## src/rtl/prbs_pkg.sv

```systemverilog
package prbs_pkg;

    localparam int SEL_W    = 3;
    localparam int NUM_PRBS = 5;
    localparam int LFSR_W   = 23;

    typedef enum logic [SEL_W-1:0] {
        PAT_ZERO = 3'd0,
        PAT_ONE  = 3'd1,
        PAT_P9   = 3'd2,
        PAT_P11  = 3'd3,
        PAT_P15  = 3'd4,
        PAT_P20  = 3'd5,
        PAT_P23  = 3'd6,
        PAT_RSVD = 3'd7
    } pat_e;

    localparam int FIRST_PRBS = 2;

    // Register length of pseudo-random option idx (0 = shortest).
    function automatic int prbs_len(input int idx);
        case (idx)
            0:       return 9;
            1:       return 11;
            2:       return 15;
            3:       return 20;
            default: return 23;
        endcase
    endfunction

    // Second feedback tap of option idx.
    function automatic int prbs_tap(input int idx);
        case (idx)
            0:       return 5;
            1:       return 9;
            2:       return 14;
            3:       return 17;
            default: return 18;
        endcase
    endfunction

    // Whether the output of option idx is inverted.
    function automatic bit prbs_inv(input int idx);
        return (idx == 2) || (idx == 4);
    endfunction

endpackage

```

## src/rtl/prbs_lfsr_step.sv

```systemverilog
module prbs_lfsr_step
    import prbs_pkg::*;
(
    input  logic [LFSR_W-1:0] state_i,
    input  logic [SEL_W-1:0]  sel_i,
    output logic [LFSR_W-1:0] next_o,
    output logic              gen_o,
    output logic              is_prbs_o
);

    logic [NUM_PRBS-1:0] fb;
    logic [NUM_PRBS-1:0] bit_out;

    // One feedback network for each polynomial option.
    for (genvar g = 0; g < NUM_PRBS; g++) begin : g_poly
        localparam int N   = prbs_len(g);
        localparam int K   = prbs_tap(g);
        localparam bit INV = prbs_inv(g);
        assign fb[g]      = state_i[N-1] ^ state_i[K-1];
        assign bit_out[g] = fb[g] ^ INV;
    end

    always_comb begin
        next_o    = state_i;
        gen_o     = 1'b0;
        is_prbs_o = 1'b0;
        case (pat_e'(sel_i))
            PAT_ONE: gen_o = 1'b1;
            PAT_P9, PAT_P11, PAT_P15, PAT_P20, PAT_P23: begin
                is_prbs_o = 1'b1;
                gen_o     = bit_out[int'(sel_i) - FIRST_PRBS];
                next_o    = {state_i[LFSR_W-2:0], fb[int'(sel_i) - FIRST_PRBS]};
            end
            default: gen_o = 1'b0;
        endcase
    end

endmodule

```

## src/rtl/prbs_err_inject.sv

```systemverilog
module prbs_err_inject (
    input  logic clk,
    input  logic rst_n,
    input  logic req_i,
    input  logic fire_i,
    output logic flip_o
);

    typedef struct packed {
        logic pend;
    } inj_t;

    inj_t inj_d, inj_q;

    always_comb begin
        inj_d  = inj_q;
        flip_o = fire_i & (req_i | inj_q.pend);
        if (flip_o) begin
            inj_d.pend = 1'b0;
        end else if (req_i) begin
            inj_d.pend = 1'b1;
        end
    end

    always_ff @(posedge clk) begin
        if (!rst_n) begin
            inj_q <= '0;
        end else begin
            inj_q <= inj_d;
        end
    end

    // a flip consumes the request
    a_r6_consumed: assert property (@(posedge clk) disable iff (!rst_n)
        flip_o |=> !inj_q.pend);

    // an unserved request is kept
    a_r6_pending: assert property (@(posedge clk) disable iff (!rst_n)
        (req_i && !fire_i) |=> inj_q.pend);

endmodule

```

## src/rtl/prbs_test_gen.sv

```systemverilog
module prbs_test_gen
    import prbs_pkg::*;
(
    input  logic             clk,
    input  logic             rst_n,
    input  logic [SEL_W-1:0] pat_sel,
    input  logic             test_en,
    input  logic             bit_vld,
    input  logic             pay_bit,
    input  logic             err_req,
    output logic             out_bit,
    output logic             out_vld
);

    localparam logic [LFSR_W-1:0] SEED = '1;

    typedef struct packed {
        logic [LFSR_W-1:0] lfsr;
        logic [SEL_W-1:0]  sel;
        logic              obit;
        logic              ovld;
    } gen_t;

    gen_t gen_d, gen_q;

    logic              sel_chg;
    logic              adv;
    logic [LFSR_W-1:0] cur_state;
    logic [LFSR_W-1:0] stepped;
    logic              gen_bit;
    logic              is_prbs;
    logic              flip;

    assign sel_chg   = (pat_sel != gen_q.sel);
    assign adv       = bit_vld & test_en;
    assign cur_state = sel_chg ? SEED : gen_q.lfsr;

    prbs_lfsr_step u_step (
        .state_i   (cur_state),
        .sel_i     (pat_sel),
        .next_o    (stepped),
        .gen_o     (gen_bit),
        .is_prbs_o (is_prbs)
    );

    prbs_err_inject u_inj (
        .clk    (clk),
        .rst_n  (rst_n),
        .req_i  (err_req),
        .fire_i (adv),
        .flip_o (flip)
    );

    always_comb begin
        gen_d      = gen_q;
        gen_d.sel  = pat_sel;
        gen_d.lfsr = (adv && is_prbs) ? stepped : cur_state;
        gen_d.ovld = bit_vld;
        if (!bit_vld) begin
            gen_d.obit = 1'b0;
        end else if (test_en) begin
            gen_d.obit = gen_bit ^ flip;
        end else begin
            gen_d.obit = pay_bit;
        end
    end

    always_ff @(posedge clk) begin
        if (!rst_n) begin
            gen_q <= '{lfsr: SEED, sel: '0, obit: 1'b0, ovld: 1'b0};
        end else begin
            gen_q <= gen_d;
        end
    end

    assign out_bit = gen_q.obit;
    assign out_vld = gen_q.ovld;

    // valid flag is the strobe one clock later
    a_r8_vld_high: assert property (@(posedge clk) disable iff (!rst_n)
        bit_vld |=> out_vld);
    a_r8_vld_low: assert property (@(posedge clk) disable iff (!rst_n)
        !bit_vld |=> !out_vld);
    a_r8_idle_zero: assert property (@(posedge clk) disable iff (!rst_n)
        !out_vld |-> !out_bit);

    // pass-through when disabled
    a_r4_pass: assert property (@(posedge clk) disable iff (!rst_n)
        (bit_vld && !test_en) |=> (out_bit == $past(pay_bit)));

    // constant streams
    a_r1_zero: assert property (@(posedge clk) disable iff (!rst_n)
        (adv && pat_sel == 3'd0 && !flip) |=> !out_bit);
    a_r2_one: assert property (@(posedge clk) disable iff (!rst_n)
        (adv && pat_sel == 3'd1 && !flip) |=> out_bit);

    // state holds without a valid enabled bit
    a_r5_hold: assert property (@(posedge clk) disable iff (!rst_n)
        (!adv && !sel_chg) |=> $stable(gen_q.lfsr));

    // select change reseeds
    a_r7_reseed: assert property (@(posedge clk) disable iff (!rst_n)
        (sel_chg && !adv) |=> (gen_q.lfsr == SEED));

endmodule

```

## config.mk

```make
export PLATFORM = sky130hd
export DESIGN_NAME = prbs_test_gen
export DESIGN_NICKNAME = d
export VERILOG_FILES = /design/src/rtl/prbs_pkg.sv /design/src/rtl/prbs_lfsr_step.sv /design/src/rtl/prbs_err_inject.sv /design/src/rtl/prbs_test_gen.sv
export SDC_FILE = /design/constraint.sdc
export NUM_CORES = 1
export LEC_CHECK = 0
export ABC_AREA = 1
export CAP_MARGIN = 20
export CORE_AREA = 8 8 72 74
export DETAILED_ROUTE_END_ITERATION = 8
export DIE_AREA = 0 0 80 82
export GPL_TIMING_DRIVEN = 0
export PLACE_DENSITY_LB_ADDON = 0.15
export SETUP_SLACK_MARGIN = 0.1
export SLEW_MARGIN = 20
export SYNTH_ARGS = -nofsm -noshare
export SYNTH_HDL_FRONTEND = slang
export SYNTH_SLANG_ARGS = --single-unit
```

## constraint.sdc

```tcl
create_clock -name clk -period 1.7 [get_ports clk]
set_input_delay 0.425 -clock clk [delete_from_list [all_inputs] [get_ports clk]]
set_output_delay 0.425 -clock clk [all_outputs]
set_load 0.005 [all_outputs]
```

==> results of run 1 <==
## cell families after synthesis
kind of cell	share of synthesized area
buf+inv	0.09368
xor+xnor	0.01752
compound gates	0.05166
simple gates	0.4308
flops	0.4063
## worst register-to-register path, stage by stage, from the launching register on
cell                       delay (ns)
sky130_fd_sc_hd__dfxtp_2         0.34
sky130_fd_sc_hd__xnor2_4         0.19
sky130_fd_sc_hd__nand3_4         0.13
sky130_fd_sc_hd__buf_8           0.16
sky130_fd_sc_hd__buf_12          0.12
sky130_fd_sc_hd__or2_2           0.29
sky130_fd_sc_hd__nand2_1         0.06
sky130_fd_sc_hd__o211ai_1        0.08
## report_power, final
part	internal, µW	leakage, µW	switching, µW
sequential	709	0.000239	12.2
clock	476	0.0000574	279
combinational	89.3	0.000552	127
## flip-flops by register name (all words and copies together) (netlist names)
name         cells
gen_q           26
out_bit          1
u_inj.inj_q      1
out_vld          1
## per-stage QoR
stage	util	std cells
finish	0.4309	277
global route	0.4309	277
CTS	0.4188	277
detailed placement	0.3810	266
global placement	0.3810	266
floorplan	-	206
## synth_stat cells (all sizes together)
library cell   n  area [µm²]
nand2         74       280.3
o211ai         5       42.54
nand4          5       31.28
nand3         28       145.1
inv           19       71.31
o31ai          1       7.510
clkinv         1       3.750
nor2          13       66.32
nor3           1       5.000
xnor2          2       25.03
dfxtp         29       580.6
buf            7       47.54
or2           14       87.59
clkbuf         3       11.26
a21oi          1       8.760
o21ai          3       15.01
## final timing paths
| kind | slack, ns | cells after the start | to | start |
|---|---|---|---|---|
| hold reg to reg | 0.50 | 2 | u_inj.inj_q | u_inj.inj_q |
| setup reg to reg | 0.19 | 7 | gen_q[14] | gen_q[4] |
| setup / recovery | 0.19 | 7 | gen_q[14] | gen_q[4] |
| hold / removal | 0.38 | 3 | gen_q[3] | pat_sel[1] |
## layout make-up
class                   count  area share
plain buffers              10     0.03994
clock buffers               6     0.04625
clock inverters             2     0.02102
inverters                  20     0.04345
multi-input cells         147      0.4268
flip-flops and latches     29      0.3273
well taps                  52     0.03644
repair buffers             11     0.05886
## routing by layer
metal	part of all wire	track usage	routed length [µm]
met3	0.031	0.03611	101
met2	0.45	0.1738	1467
met5	0	0	0
met4	0.021	0.04909	69
met1	0.50	0.1385	1616
## repair_timing
item / in CTS / in global routing
endpoints found under the hold margin: 0 / 0
pin swaps: 2 / 3
setup buffers: 3 / 0
resized for setup: 9 / 18
setup endpoints to repair: 24 / 22
==> parameters.txt, run 1 <==
Parameter                              Value

Routing
  Wire length after detailed routing ... 3254 µm
  Vias/cell ... 4.657
  Post-route antenna net violation count ... 0
  Routed WL per cell ... 11.75 µm
  Vias ... 1290
  Violation count after the first detailed-routing iteration ... 97
  First-pass iteration count of the detailed router ... 4
  DRC Markers ... 0

Critical path
  Required time at the worst-slack endpoint ... 1.84 ns
  Maximum net fanout on the critical path ... 7
  Count of buffering cells on the critical path with inverters included ... 2
  Cell at the slowest stage of the critical path ... sky130_fd_sc_hd__dfxtp_2
  Biggest cell delay along the critical path ... 0.34 ns
  List of cells traversed by the critical path ... xnor2_4 > nand3_4 > buf_8 > buf_12 > or2_2 > nand2_1 > o211ai_1
  CP Launch Type ... flop
  Dominant delay contributor by cell family on the critical path ... simple AND/OR/NAND/NOR gates
  Endpoint type of the worst setup path ... flop
  WS Path Type ... reg -> reg
  Crit path arrival time ... 1.65 ns

STA
  Number of failing setup endpoints in the final timing report ... 0
  Setup TNS ... 0 ns
  Final Cycle Share ... 0.8865
  Clock period minus worst slack ... between 1.5 and 2 ns
  Slew margin rel. ... 0.6609
  Pins over their slew limit ... 0
  Least-Margin Pin Slew ... 0.5086 ns
  Setup clock skew after layout ... about 0.0064 ns
  RSZ-0062 raised after global routing ... yes
  Worst setup slack after layout ... 0.1929 ns
  Hold Violations, Final ... 0
  Hold slack ... 0.3764 ns
  Max Fclk ... 0.6635 GHz

Power and ir drop
  Worst IR drop on VDD ... 0.0003525 V
  LEAKAGE ... 0.0008481 µW
  Overall power after layout ... around 1700 µW
  Power density over the cells ... 948.5 nW/µm²

Layout
  Area used by multi-input combinational logic ... around 760 µm²
  Footprint of the flip-flops and latches ... 584.3 µm²
  Number of fill cells in the layout ... 434
  Most frequent standard cell in the layout excluding fill and tap cells ... sky130_fd_sc_hd__nand2_1
  Post-layout instance area ... 1785 µm²
  Most frequent cells in the layout ... 72 x sky130_fd_sc_hd__nand2_1, 26 x sky130_fd_sc_hd__nand3_1, 26 x sky130_fd_sc_hd__dfxtp_1
  Final Net Count ... 233
  Layout overhead on the synthesized area ... 24.96%
  Ant. Diodes ... 0
  Share of layout cells above drive strength 1 ... 0.2356

Placed design
  Placed cell area ... 1579 µm²
  Estimated wirelength of the detail-placed design ... 2278 µm
  Final weighted congestion in routability-driven placement ... 0.7939
  Post-place setup slack ... -0.6947 ns
  Number of port buffers ... 8

CTS
  Hold-fix buffers at CTS ... 0
  Clock root buffer ... sky130_fd_sc_hd__clkbuf_8
  Clock Pin Slew Worst Setup and Hold Paths ... around 0.07 ns
  Largest buffer count on any clock path ... 2
  H-tree levels ... 2
  CTS tree ... built
  CTS Sinks ... 29
  Clock network latency to the later pin of the worst-skew pair ... 0.28 ns
  CTS buffer count ... 5

Synth
  Net Count, Synth ... 215
  FF+latch count, synth ... 29
  Synth Cell Area ... about 1400 µm²
  Yosys warns ... 0
  Number of distinct library cells after synthesis ... 25
  Mean cell area of the mapped netlist ... 6.936 µm²
  Sequential area share after synthesis ... 0.4063
  Synthesized instance count ... 206

Global routing
  Total GRT Usage ... 0.1118
  Global-route wire length before repair ... between 5000 and 6000 µm
  Antenna violations before repair ... 0
  Final global-route overflow total ... 0
  Maximum number of pins on one net before global-route repair ... 11
  Vias in the first global route ... about 1300

Outcome
  Status ... complete, no violations

Floorplanning
  Vertical extent of the die ... 82 µm
  Area of the core ... 4144 µm²
  Number of standard-cell rows in the floorplan ... 24
  Horizontal extent of the die ... 80 µm
  Starting Density ... 0.3448
  Number of I/O pins ... 11
  Die footprint ... between 6000 and 7000 µm²

Min path
  Type of the most critical hold path ... in -> reg

Job
  Max-Cap Viols ... 0
(Power assumes the default switching activity.)
==> inputs of run 2 (changes only) <==
==> constraint.sdc (replaced) <==
create_clock -name clk -period 1.5 [get_ports clk]
set_input_delay 0.375 -clock clk [delete_from_list [all_inputs] [get_ports clk]]
set_output_delay 0.375 -clock clk [all_outputs]
set_load 0.005 [all_outputs]
==> run 2 against run 1 <==
Net effect:
- sequential cell count did not move
- die area did not move
- sequential share of layout area fell by 2.2 points
- register-to-register slack got worse by 0.17 ns
- hold slack got worse by 0.053 ns
- cell count rose by 2.5%
- highest routed layer unchanged
==> parameters.txt, run 2 (synthesis results as in run 1) <==
Parameter                              Value

Global routing
  Antenna violations before repair ... 0 (unchanged)
  Vias in the first global route ... 1237 (-1.0%)
  Global-route wire length before repair ... 5733 µm (+0.97%)
  Final global-route overflow total ... 0 (unchanged)
  Total GRT Usage ... 0.1122 (+0.0003788)
  Maximum number of pins on one net before global-route repair ... 11 (unchanged)

Critical path
  WS Path Type ... reg -> reg
  Maximum net fanout on the critical path ... 5 (-2)
  List of cells traversed by the critical path ... xnor2_4 > nand3_4 > buf_4 > buf_6 > or2_2 > nand2_1 > o211ai_1
  Count of buffering cells on the critical path with inverters included ... 2 (unchanged)
  Biggest cell delay along the critical path ... 0.34 ns (about the same)
  Crit path arrival time ... 1.62 ns (-0.03 ns)
  CP Launch Type ... flop
  Dominant delay contributor by cell family on the critical path ... simple AND/OR/NAND/NOR gates
  Cell at the slowest stage of the critical path ... sky130_fd_sc_hd__dfxtp_2
  Required time at the worst-slack endpoint ... 1.64 ns (-0.20 ns)
  Setup slack of the most critical reg-to-reg path ... 0.02 ns (-0.17 ns)
  Endpoint type of the worst setup path ... flop

Layout
  Max reg flops ... 26 (unchanged)
  Final Net Count ... 240 (+3.0%)
  Footprint of the flip-flops and latches ... 583.1 µm² (-0.21%)
  Share of layout cells above drive strength 1 ... 0.3147 (+0.07910)
  Most frequent standard cell in the layout excluding fill and tap cells ... sky130_fd_sc_hd__nand2_1
  Register with the most flip-flops ... gen_q
  Ant. Diodes ... 0 (unchanged)
  Layout overhead on the synthesized area ... 33.63%
  Area used by multi-input combinational logic ... 827.0 µm² (+8.5%)
  Final Util ... 0.4607 (+0.02989)
  Number of fill cells in the layout ... 454 (+4.6%)
  Most frequent cells in the layout ... 65 x sky130_fd_sc_hd__nand2_1, 27 x sky130_fd_sc_hd__dfxtp_1, 22 x sky130_fd_sc_hd__nand3_1

Routing
  First-pass iteration count of the detailed router ... 4 (unchanged)
  Wire length after detailed routing ... 3342 µm (+2.7%)
  Post-route antenna net violation count ... 0 (unchanged)
  DRC Markers ... 0 (unchanged)
  Vias/cell ... 4.665 (+0.18%)
  Routed WL per cell ... 11.77 µm (+0.17%)
  Violation count after the first detailed-routing iteration ... 69 (-29%)
  Vias ... 1325 (+2.7%)

Floorplanning
  Die footprint ... 6560 µm² (unchanged)
  Starting Density ... 0.3448 (unchanged)
  Horizontal extent of the die ... 80 µm (unchanged)
  Vertical extent of the die ... 82 µm (unchanged)
  Area of the core ... 4144 µm² (unchanged)
  Number of standard-cell rows in the floorplan ... 24 (unchanged)
  Number of I/O pins ... 11 (unchanged)

Power and ir drop
  Worst IR drop on VDD ... 0.0006588 V (+87%)
  LEAKAGE ... 0.0009190 µW (+8.4%)
  Power density over the cells ... 1011 nW/µm² (+6.6%)

CTS
  CTS Sinks ... 29 (unchanged)
  Hold-fix buffers at CTS ... 0 (unchanged)
  Clock root buffer ... sky130_fd_sc_hd__clkbuf_8
  Clock network latency to the later pin of the worst-skew pair ... 0.28 ns (about the same)
  Clock Pin Slew Worst Setup and Hold Paths ... 0.06 ns (about the same)
  H-tree levels ... 2 (unchanged)
  CTS tree ... built
  Largest buffer count on any clock path ... 2 (unchanged)
  CTS buffer count ... 5 (unchanged)

STA
  Max Fclk ... 0.6779 GHz (+2.2%)
  Hold Violations, Final ... 0 (unchanged)
  Pins over their slew limit ... 0 (unchanged)
  Final Cycle Share ... 0.9834 (+0.09691)
  Slew margin rel. ... 0.6476 (-0.01329)
  Setup clock skew after layout ... 0.006388 ns (+0.0000009700 ns)
  Clock period minus worst slack ... 1.475 ns (-0.03194 ns)
  Worst setup slack after layout ... 0.02483 ns (-0.1681 ns)
  Number of failing setup endpoints in the final timing report ... 0 (unchanged)
  RSZ-0062 raised after global routing ... yes
  Least-Margin Pin Slew ... 0.5285 ns (+0.01994 ns)

Placed design
  Number of port buffers ... 8 (unchanged)
  Final weighted congestion in routability-driven placement ... 0.7534 (-5.1%)
  Estimated wirelength of the detail-placed design ... 2278 µm (about the same)
  Post-place setup slack ... -0.8386 ns (-0.1439 ns)

Min path
  Type of the most critical hold path ... in -> reg

Job
  Max-Cap Viols ... 0 (unchanged)

Outcome
  Status ... complete, no violations
==> run 2: cell count changes in the layout (fill, tap and decap cells not counted), sizes merged <==
cell / previous run / this run
clkdlybuf4s50: 6 / 3
buf: 12 / 18
inv: 19 / 20
dlygate4sd2: 0 / 2
clkinv: 1 / 0
clkinvlp: 1 / 0
dlymetal6s2s: 0 / 1
clkbuf: 9 / 11
==> run 2: worst paths after layout <==
check | to | startpoint | cells after the start
max | gen_q[27] | gen_q[4] | 7
min reg2reg | u_inj.inj_q | u_inj.inj_q | 2
min | gen_q[3] | pat_sel[1] | 3
max reg2reg | gen_q[27] | gen_q[4] | 7
==> run 2: tightest hold or removal path, cell delays in order <==
cell and delay, ns:
sky130_fd_sc_hd__buf_8 0.11, sky130_fd_sc_hd__nand2_1 0.05, sky130_fd_sc_hd__inv_1 0.04
==> run 2: repair_timing <==
item	4_1_cts	5_1_grt
setup buffers	6	3
cloned	1	0
resized for setup	20	31
endpoints found under the setup margin	26	24
pin swaps	3	6
==> run 2: per-stage QoR <==
step	hold WS (ns)	cell area [µm²]	setup TNS (ns)	instances	power [µW]
floorplan	0.4476	1456	0	206	987.3
global placement	0.4771	1602	-17.93	266	1055
detailed placement	0.4827	1602	-18.08	266	1055
CTS	0.3088	1787	-0.006159	281	1929
global route	0.3347	1909	-0.4331	284	2035
finish	0.3235	1909	0	284	1930
==> run 2: layout make-up <==
class / instances / area share
timing repair buffer: 18 / 0.07929
inverter: 20 / 0.04325
tap: 52 / 0.03408
multi-input combinational: 147 / 0.4332
clock inverter: 1 / 0.01573
buffer: 10 / 0.04391
sequential: 29 / 0.3054
clock buffer: 7 / 0.04522
==> run 2: power breakdown <==
| part | total (µW) | switching [µW] | internal [µW] |
|---|---|---|---|
| sequential | 818 | 14.2 | 804 |
| combinational | 279 | 159 | 121 |
| clock | 832 | 291 | 541 |
==> run 2: metal layers <==
layer / wire length [µm] / vias up / part of all wire / global-route usage
met5: 0 / - / 0 / 0
met4: 67 / 0 / 0.020 / 0.05273
met3: 123 / 8 / 0.037 / 0.03720
met2: 1492 / 11 / 0.45 / 0.1649
met1: 1658 / 605 / 0.50 / 0.1446
li1: - / 701 / - / -
